`config.mk`:
```
export PLATFORM = sky130hd
export DESIGN_NAME = keyed_wdt
export DESIGN_NICKNAME = d
export VERILOG_FILES = /design/src/rtl/keyed_wdt_pkg.sv /design/src/rtl/keyed_wdt_keyseq.sv /design/src/rtl/keyed_wdt_cfg.sv /design/src/rtl/keyed_wdt_counter.sv /design/src/rtl/keyed_wdt.sv
export SDC_FILE = /design/constraint.sdc
export NUM_CORES = 1
export LEC_CHECK = 0
export ABC_AREA = 1
export ABC_CLOCK_PERIOD_IN_PS = 2400
export BUFFER_PORTS_ARGS = -buffer_cell sky130_fd_sc_hd__buf_2
export CAP_MARGIN = 20
export CELL_PAD_IN_SITES_DETAIL_PLACEMENT = 0
export CELL_PAD_IN_SITES_GLOBAL_PLACEMENT = 2
export CORE_MARGIN = 2
export CORE_UTILIZATION = 34
export DETAILED_ROUTE_END_ITERATION = 7
export PLACE_DENSITY_LB_ADDON = 0.1
export SYNTH_ARGS = -nofsm -noshare
export SYNTH_HDL_FRONTEND = slang
export SYNTH_SLANG_ARGS = --single-unit
```
`constraint.sdc`:
```
create_clock -name clk -period 2.4 [get_ports clk]
set_clock_uncertainty 0.2 [all_clocks]
set_input_delay 0.12 -clock clk [delete_from_list [all_inputs] [get_ports clk]]
set_output_delay 0.12 -clock clk [all_outputs]
set_load 0.01 [all_outputs]
```
`src/rtl/keyed_wdt_pkg.sv`:
```
package keyed_wdt_pkg;
  localparam logic [15:0] KEY_REF_A = 16'hA602;
  localparam logic [15:0] KEY_REF_B = 16'hB480;
  localparam logic [15:0] KEY_UNL_A = 16'hC520;
  localparam logic [15:0] KEY_UNL_B = 16'hD928;

  localparam logic [1:0] W_CTRL = 2'd0;
  localparam logic [1:0] W_CNT  = 2'd1;
  localparam logic [1:0] W_TOUT = 2'd2;
  localparam logic [1:0] W_WIN  = 2'd3;

  typedef enum logic [1:0] {
    SEQ_IDLE = 2'd0,
    SEQ_REF  = 2'd1,
    SEQ_UNL  = 2'd2
  } seq_t;
endpackage

```
`src/rtl/keyed_wdt_keyseq.sv`:
```
module keyed_wdt_keyseq
  import keyed_wdt_pkg::*;
(
  input  logic        clk,
  input  logic        rst,
  input  logic        wr,
  input  logic        to_cnt,
  input  logic [15:0] key,
  output logic        refresh_pls,
  output logic        unlock_pls,
  output logic        fault_pls
);
  seq_t st, st_nxt;

  always_comb begin
    st_nxt      = st;
    refresh_pls = 1'b0;
    unlock_pls  = 1'b0;
    fault_pls   = 1'b0;
    if (wr) begin
      case (st)
        SEQ_IDLE: begin
          if (to_cnt) begin
            if (key == KEY_REF_A)      st_nxt = SEQ_REF;
            else if (key == KEY_UNL_A) st_nxt = SEQ_UNL;
            else                       fault_pls = 1'b1;
          end
        end
        SEQ_REF: begin
          st_nxt = SEQ_IDLE;
          if (to_cnt && key == KEY_REF_B) refresh_pls = 1'b1;
          else                            fault_pls   = 1'b1;
        end
        SEQ_UNL: begin
          st_nxt = SEQ_IDLE;
          if (to_cnt && key == KEY_UNL_B)
            unlock_pls = 1'b1;
          else if (to_cnt && key != KEY_REF_A && key != KEY_UNL_A)
            fault_pls = 1'b1;
        end
        default: st_nxt = SEQ_IDLE;
      endcase
    end
  end

  always_ff @(posedge clk) begin
    if (rst) st <= SEQ_IDLE;
    else     st <= st_nxt;
  end
endmodule

```
`src/rtl/keyed_wdt_cfg.sv`:
```
module keyed_wdt_cfg
  import keyed_wdt_pkg::*;
#(
  parameter int BUS_W         = 32,
  parameter int SEL_W         = 2,
  parameter logic [BUS_W-1:0] TOUT_RESET = 32'h0000_1500,
  parameter int UNLOCK_CYCLES = 128
) (
  input  logic               clk,
  input  logic               rst,
  input  logic               wr,
  input  logic [1:0]         word,
  input  logic [BUS_W/8-1:0] be,
  input  logic [BUS_W-1:0]   wdata,
  input  logic               unlock_pls,
  input  logic               flag_set,
  output logic               en,
  output logic               upd,
  output logic [SEL_W-1:0]   sel,
  output logic               flag,
  output logic [BUS_W-1:0]   tout,
  output logic [BUS_W-1:0]   win,
  output logic               open
);
  localparam int BYTES = BUS_W / 8;
  localparam int OW    = $clog2(UNLOCK_CYCLES + 1);

  logic [OW-1:0] open_cnt;
  logic          wr_ok;

  assign open  = (open_cnt != '0) && upd;
  assign wr_ok = wr && open;

  always_ff @(posedge clk) begin
    if (rst) begin
      open_cnt <= '0;
      en       <= 1'b0;
      upd      <= 1'b1;
      sel      <= '0;
      flag     <= 1'b0;
      tout     <= TOUT_RESET;
      win      <= '0;
    end else begin
      if (unlock_pls)
        open_cnt <= OW'(UNLOCK_CYCLES);
      else if (open_cnt != '0)
        open_cnt <= open_cnt - 1'b1;

      if (flag_set)
        flag <= 1'b0 | 1'b1;
      else if (wr && word == W_CTRL && be[1] && wdata[14])
        flag <= 1'b0;

      if (wr_ok && word == W_CTRL) begin
        if (be[0]) begin
          en  <= wdata[7];
          upd <= wdata[5];
        end
        if (be[1]) sel <= wdata[8 +: SEL_W];
      end
      for (int b = 0; b < BYTES; b++) begin
        if (wr_ok && word == W_TOUT && be[b]) tout[b*8 +: 8] <= wdata[b*8 +: 8];
        if (wr_ok && word == W_WIN  && be[b]) win[b*8 +: 8]  <= wdata[b*8 +: 8];
      end
    end
  end
endmodule

```
`src/rtl/keyed_wdt_counter.sv`:
```
module keyed_wdt_counter #(
  parameter int CNT_W = 32
) (
  input  logic             clk,
  input  logic             rst,
  input  logic             en,
  input  logic             tick,
  input  logic             clear,
  input  logic [CNT_W-1:0] tout,
  output logic [CNT_W-1:0] cnt,
  output logic             expired
);
  logic at_limit;

  assign at_limit = (cnt >= tout);
  assign expired  = en && at_limit;

  always_ff @(posedge clk) begin
    if (rst)                         cnt <= '0;
    else if (clear)                  cnt <= '0;
    else if (en && tick && !at_limit) cnt <= cnt + 1'b1;
  end
endmodule

```
`src/rtl/keyed_wdt.sv`:
```
module keyed_wdt
  import keyed_wdt_pkg::*;
#(
  parameter int BUS_W         = 32,
  parameter int NUM_EXT       = 3,
  parameter logic [BUS_W-1:0] TOUT_RESET = 32'h0000_1500,
  parameter int UNLOCK_CYCLES = 128
) (
  input  logic               clk,
  input  logic               rst,
  input  logic               bus_wr,
  input  logic               bus_rd,
  input  logic [1:0]         bus_addr,
  input  logic [BUS_W/8-1:0] bus_be,
  input  logic [BUS_W-1:0]   bus_wdata,
  output logic [BUS_W-1:0]   bus_rdata,
  input  logic [NUM_EXT-1:0] tick_in,
  output logic               reset_req
);
  localparam int SEL_W = $clog2(NUM_EXT + 1);

  logic               refresh_pls, unlock_pls, fault_pls;
  logic               refresh_ok, refresh_rej;
  logic               cfg_en, cfg_upd, cfg_flag, cfg_open;
  logic [SEL_W-1:0]   cfg_sel;
  logic [BUS_W-1:0]   cfg_tout, cfg_win, cnt_val;
  logic               expired, tick_sel;
  logic [NUM_EXT:0]   src_vec;
  logic [7:0]         ctrl1_rd, ctrl2_rd;

  keyed_wdt_keyseq u_seq (
    .clk(clk), .rst(rst), .wr(bus_wr), .to_cnt(bus_addr == W_CNT),
    .key(bus_wdata[15:0]), .refresh_pls(refresh_pls),
    .unlock_pls(unlock_pls), .fault_pls(fault_pls)
  );

  assign refresh_ok  = refresh_pls && ((cfg_win == '0) || (cnt_val >= cfg_win));
  assign refresh_rej = refresh_pls && !refresh_ok;

  keyed_wdt_cfg #(
    .BUS_W(BUS_W), .SEL_W(SEL_W), .TOUT_RESET(TOUT_RESET),
    .UNLOCK_CYCLES(UNLOCK_CYCLES)
  ) u_cfg (
    .clk(clk), .rst(rst), .wr(bus_wr), .word(bus_addr), .be(bus_be),
    .wdata(bus_wdata), .unlock_pls(unlock_pls), .flag_set(refresh_rej),
    .en(cfg_en), .upd(cfg_upd), .sel(cfg_sel), .flag(cfg_flag),
    .tout(cfg_tout), .win(cfg_win), .open(cfg_open)
  );

  assign src_vec[0] = 1'b1;
  generate
    for (genvar i = 0; i < NUM_EXT; i++) begin : g_src
      assign src_vec[i+1] = tick_in[i];
    end
  endgenerate
  assign tick_sel = src_vec[cfg_sel];

  keyed_wdt_counter #(.CNT_W(BUS_W)) u_cnt (
    .clk(clk), .rst(rst), .en(cfg_en), .tick(tick_sel), .clear(refresh_ok),
    .tout(cfg_tout), .cnt(cnt_val), .expired(expired)
  );

  always_ff @(posedge clk) begin
    if (rst)                                  reset_req <= 1'b0;
    else if (expired || (cfg_en && fault_pls)) reset_req <= 1'b1;
  end

  assign ctrl1_rd = {cfg_en, 1'b0, cfg_upd, 5'b0};
  assign ctrl2_rd = {1'b0, cfg_flag, {(6-SEL_W){1'b0}}, cfg_sel};

  always_ff @(posedge clk) begin
    if (rst) bus_rdata <= '0;
    else if (bus_rd) begin
      case (bus_addr)
        W_CTRL:  bus_rdata <= {{(BUS_W-16){1'b0}}, ctrl2_rd, ctrl1_rd};
        W_CNT:   bus_rdata <= cnt_val;
        W_TOUT:  bus_rdata <= cfg_tout;
        default: bus_rdata <= cfg_win;
      endcase
    end
  end
endmodule

```
== Word-level counts from Yosys, hierarchy flattened ==
Index checks and enable logic that the tools add are counted.
Word-level totals
  output and inout bits: 33
  bits in latches: 0
  bits of input ports: 45
  memory bits (read-only): 0
  memories: 0
  logic and storage cells: 102
  RAM bits: 0
  bits in registers: 144
Cells by class
  $add $sub $neg: 2
  $lt $le $gt $ge: 3
  mux-type cells: 25
  shift operators: 0
  equal/unequal tests: 13
  bitwise operators: 0
  multiply operators: 0
  divide/modulo/power cells: 0
  reduce and logical (&&, ||, !) cells: 41
Operators with widths (count)
  32-bit one-hot mux with 3 select lines: 1
  16-bit equality test, second input constant: 4
  32-bit >= comparator: 2
  32-bit by 1-bit adder with 32-bit output, second input constant: 1
  32-bit logical NOT: 1
  16-bit inequality test, second input constant: 2
  1-bit logical AND: 26
  1-bit 2-to-1 mux: 16
  8-bit 2-to-1 mux: 2
  2-bit 2-to-1 mux: 4
  8-bit nonzero test: 1
  8-bit by 1-bit subtractor with 8-bit output, second input constant: 1
  2-bit equality test, second input constant: 3
  2-bit by 1-bit equality test with 1-bit output, second input constant: 2
  2-bit logical NOT: 2
  2-bit AND reduction: 2
  2-bit nonzero test: 2
  2-bit OR reduction: 2
  2-bit by 3-bit less-than comparator with 1-bit output, second input constant: 1
  3-bit by 1-bit inequality test with 1-bit output, second input constant: 1
  1-bit one-hot mux with 3 select lines: 1
  3-bit AND reduction: 1
  1-bit binary-select mux with 2-bit select: 1
  1-bit logical NOT: 2
  other kinds (2): 3

== Logic depth before layout (Yosys ltp) ==
  word-level depth: 9
  mapped depth: 17
  mapped depth without buffers: 16

== Modules after synthesis ==
A second synthesis with hierarchy kept.
Second synthesis, totals
  cells, all modules: 1491
  area, all modules: 9515.4 sq um
By module, submodules not included
  keyed_wdt_cfg: area an instance 3372.0 sq um, cells each 504, times used 1, sequential area each 1541.5 sq um
  keyed_wdt_counter: area an instance 2961.6 sq um, cells each 489, times used 1, sequential area each 640.6 sq um
  keyed_wdt: area an instance 2725.1 sq um, cells each 405, times used 1, sequential area each 660.6 sq um
  keyed_wdt_keyseq: area an instance 456.7 sq um, cells each 93, times used 1, sequential area each 40.0 sq um

== Least setup slack after synthesis ==
Ideal clock, no wire load.
  path type: register to register
  start: register u_cnt.cnt[11]
  end: register u_cnt.cnt[10]
  data arrival time: 1758 ps
  path slack: 378 ps
  path buffers: 1
  data required time: 2136 ps
  stages on the path, launching flop included: 16
  clock period less this slack: 2022 ps
  library setup time: 64 ps
  cell sequence: dfxtp_1 ha_1 nand2_1 inv_1 nand2_1 nand2_1 nand2_1 nand2_1 nor2_1 nand2_1 nand2_2 clkbuf_1 nand4_1 nand2_1 inv_1 nor2_1
On the way
  cells in the longest elaborated chain, start to end: 4
  elaborated cells between the ends (all ways): 7
  those cells by class: 2 x order compare; 5 x reduce/logical
RTL lines
  start: declaration: line keyed_wdt_counter.sv:10  | output logic [CNT_W-1:0] cnt,
  start signal: assignment: line keyed_wdt_counter.sv:21  | else if (en && tick && !at_limit) cnt <= cnt + 1'b1;
  32-bit >= comparator: line keyed_wdt.sv:37  | assign refresh_ok = refresh_pls && ((cfg_win == '0) || (cnt_val >= cfg_win));
  1-bit logical OR: line keyed_wdt.sv:37
  1-bit logical AND: line keyed_wdt.sv:37
  2-bit OR reduction (no line)
Several ways; a longest one is shown, not always the timed one.
A chain may end at the register's enable or synchronous reset.

== Worst setup path in the final report ==
  start: register u_cnt.cnt[26]
  end: register u_cnt.cnt[4]
Same word-level chain as after synthesis.

==> flow_metrics.tcl <==
set metrics [dict create \
    grt_max_degree 65 \
    timing.final.ws_setup_ps 93.39 \
    min_period_over_period_pct 96.11 \
    drc 0 \
    p_leak_nw 5.024 \
    hpwl_um 24570 \
    final_area_mm2 0.01190 \
    drv_slew 0 \
    tightest_slew_ps 852.6 \
    synth_seq_area_share_pct 31.29 \
    syn_area_per_cell_um2 6.844 \
    wirelength_um 33970 \
    cts_buffers 17 \
    required_ps 2520 \
    critPathMaxFanout 5 \
    avgViaCountPerCell 5.055 \
    async_flop_share_pct 0 \
    grt_pass1_vias 9303 \
    first_pass_iters 5 \
    synth-edff-count 0 \
    worst_hold_path_type "in -> reg" \
    vias 9458 \
    cts_tree "done" \
    rows 60 \
    cp-start-kind "flip-flop" \
    grt_usage_pct 23.78 \
    htreeDepth 4 \
    port_buffers 77 \
    netlist_instances 1346 \
    clk_path_buf_depth 2 \
    netSwitchingFraction_pct 32.67 \
    ys_ff_latch 144 \
    drtIter0Drc 652 \
    avgRoutedWirePerCell_um 18.16 \
    initial_utilization_pct 34.37 \
    layout_commonest_cell "nand2_1" \
    setup_viol_count_final 0 \
    p_comb_share_pct 20.8 \
    clockRootBuffer "clkbuf_16" \
    fin_nets 1628 \
    layout_common_cells "nand2_1 (381), inv_1 (148), nor2_1 (122), dfxtp_1 (105), a21oi_1 (78)" \
    hold_viol 0 \
    num_io_pins 78 \
    post_dp_cell_area_mm2 0.01049 \
    gp_congestion 0.8519 \
    die_w_um 168.6 \
    seqCellArea_mm2 0.002932 \
    synth_nets 1457 \
    grt_pass1_wl_um 52410 \
    p_seq_share_pct 38.7 \
    power.switching_mw 2.208 \
    maxCapViolations 0 \
    tns_ps 0 \
    clk_latency_ps 440 \
    p_int_mw 4.550 \
    synth-main-ff-cell "dfxtp_1" \
    relSlewSlack_pct 43.16 \
    die_h_um 168.6 \
    worstPathArrival_ps 2430 \
    clk_pin_slew_ps 70 \
    dp_slack_ps -65.34 \
    synth_cell_types 44 \
    core_area_mm2 0.02680 \
    n_antenna_cell 0 \
    status "completed" \
    end_kind "flip-flop" \
    ys.warnings.count 0 \
    syn-cell-area_mm2 0.009213 \
    max_clock_freq_ghz 0.4335 \
    pwr-share-clk_pct 40.5 \
    antenna_found_initial 1 \
    layout-drive-gt1-share_pct 23.33 \
    clock-sinks 144 \
    postRouteAntennaNets 0 \
    areaGrowthSynthToFinish_pct 29.21 \
    multi_input_area_mm2 0.005698 \
    ir_drop_mv 0.4039 \
    path_class "reg -> reg" \
    power.density_mw_per_mm2 567.7 \
    grt_overflow 0 \
    period_minus_slack_ps 2307 \
    fill_cells 2843 \
    fp.dieArea_mm2 0.02843 \
]
-- kinds of logic after synthesis --
family	count (synthesis)	share of synthesized area, %
xor gates and xnor gates	19	1.806
DFF	144	31.29
buffers and inverters	216	9.534
and+or+nand+nor	706	35.53
AOI/OAI and AO/OA	195	12.88
adders and majority gates	66	8.964
-- power by group through the flow --
stage	Combinational (mW)	Sequential, mW	Clock (mW)
floorplan	0.798	2.66	0
global placement	1.25	2.67	0
detailed placement	1.25	2.67	0
CTS	1.31	2.61	2.78
global route	1.55	2.63	2.86
finish	1.40	2.62	2.74
-- layout make-up --
cell class                 instances  area share [%]
clock inverter                    14           1.219
clock buffer                      18           3.605
timing repair buffer             209           14.02
inverter                         159           5.077
multi-input combinational        986           47.87
tap                              341           3.584
sequential                       144           24.63
-- worst max-delay path, cell delays in order, from the launching register on --
cell and delay (ps):
dfxtp_1 520, ha_1 300, nand2_1 100, o21ai_1 120, a21o_1 200, nor2_4 160, nand3_4 180, clkbuf_16 220
nand2_1 50, nand2_1 50, inv_1 50, nor2_1 40
-- synth_stat cells (all sizes together) (4+ instances only) --
library cell | instances | area share, %
nand3b | 11 | 0.90
buf | 27 | 1.8
a41oi | 28 | 2.7
o21a | 4 | 0.33
ha | 66 | 9.0
nor2 | 139 | 6.5
xnor2 | 5 | 0.48
a21oi | 98 | 5.9
inv | 159 | 6.6
o21ai | 50 | 2.7
dfxtp | 144 | 31
nand4 | 59 | 4.1
nand3 | 72 | 5.6
xor2 | 14 | 1.3
nor3 | 17 | 1.0
clkbuf | 30 | 1.2
nand2 | 399 | 17
-- registers in the layout, indices dropped and copies added (netlist names) --
register        cells
u_cnt.cnt          32
u_cfg.upd           1
u_cfg.sel           2
reset_req           1
bus_rdata          32
u_cfg.tout         32
u_seq.st            2
u_cfg.flag          1
u_cfg.en            1
u_cfg.open_cnt      8
u_cfg.win          32
-- per-layer routing --
| metal | vias up | track usage (%) | part of all wire, % | routed length, um |
|---|---|---|---|---|
| li1 | 4789 | - | - | - |
| met1 | 4461 | 34.86 | 52 | 17540 |
| met2 | 179 | 36.20 | 43 | 14680 |
| met3 | 27 | 3.297 | 3.8 | 1293 |
| met4 | 2 | 6.934 | 1.3 | 449 |
| met5 | - | 0 | 0.038 | 13 |
-- worst paths after layout --
path / depth (start not counted) / startpoint / to / slack [ps]
setup / recovery: 11 / u_cnt.cnt[26] / u_cnt.cnt[4] / 90
hold / removal: 3 / bus_rd / bus_rdata[17] / 50
setup reg to reg: 11 / u_cnt.cnt[26] / u_cnt.cnt[4] / 90
hold reg to reg: 2 / u_cfg.tout[14] / u_cfg.tout[14] / 260
-- stage by stage --
stage               utilization [%]  cells  hold slack, ps  total power [mW]
floorplan                         -   1346           52.62             3.453
global placement              39.13   1790           200.6             3.918
detailed placement            39.13   1790           200.7             3.918
CTS                           42.82   1862           18.53             6.701
global route                  44.42   1871           50.91             7.052
finish                        44.42   1871           53.65             6.758
-- repair_timing --
action	4_1_cts	5_1_grt
setup buffers	0	3
endpoints found under the hold margin	73	0
gates resized for setup	4	87
hold buffers	40	0
endpoints found under the setup margin	33	35
cloned	0	6
pin swaps	0	21
Power figures use the tool's default switching activity.
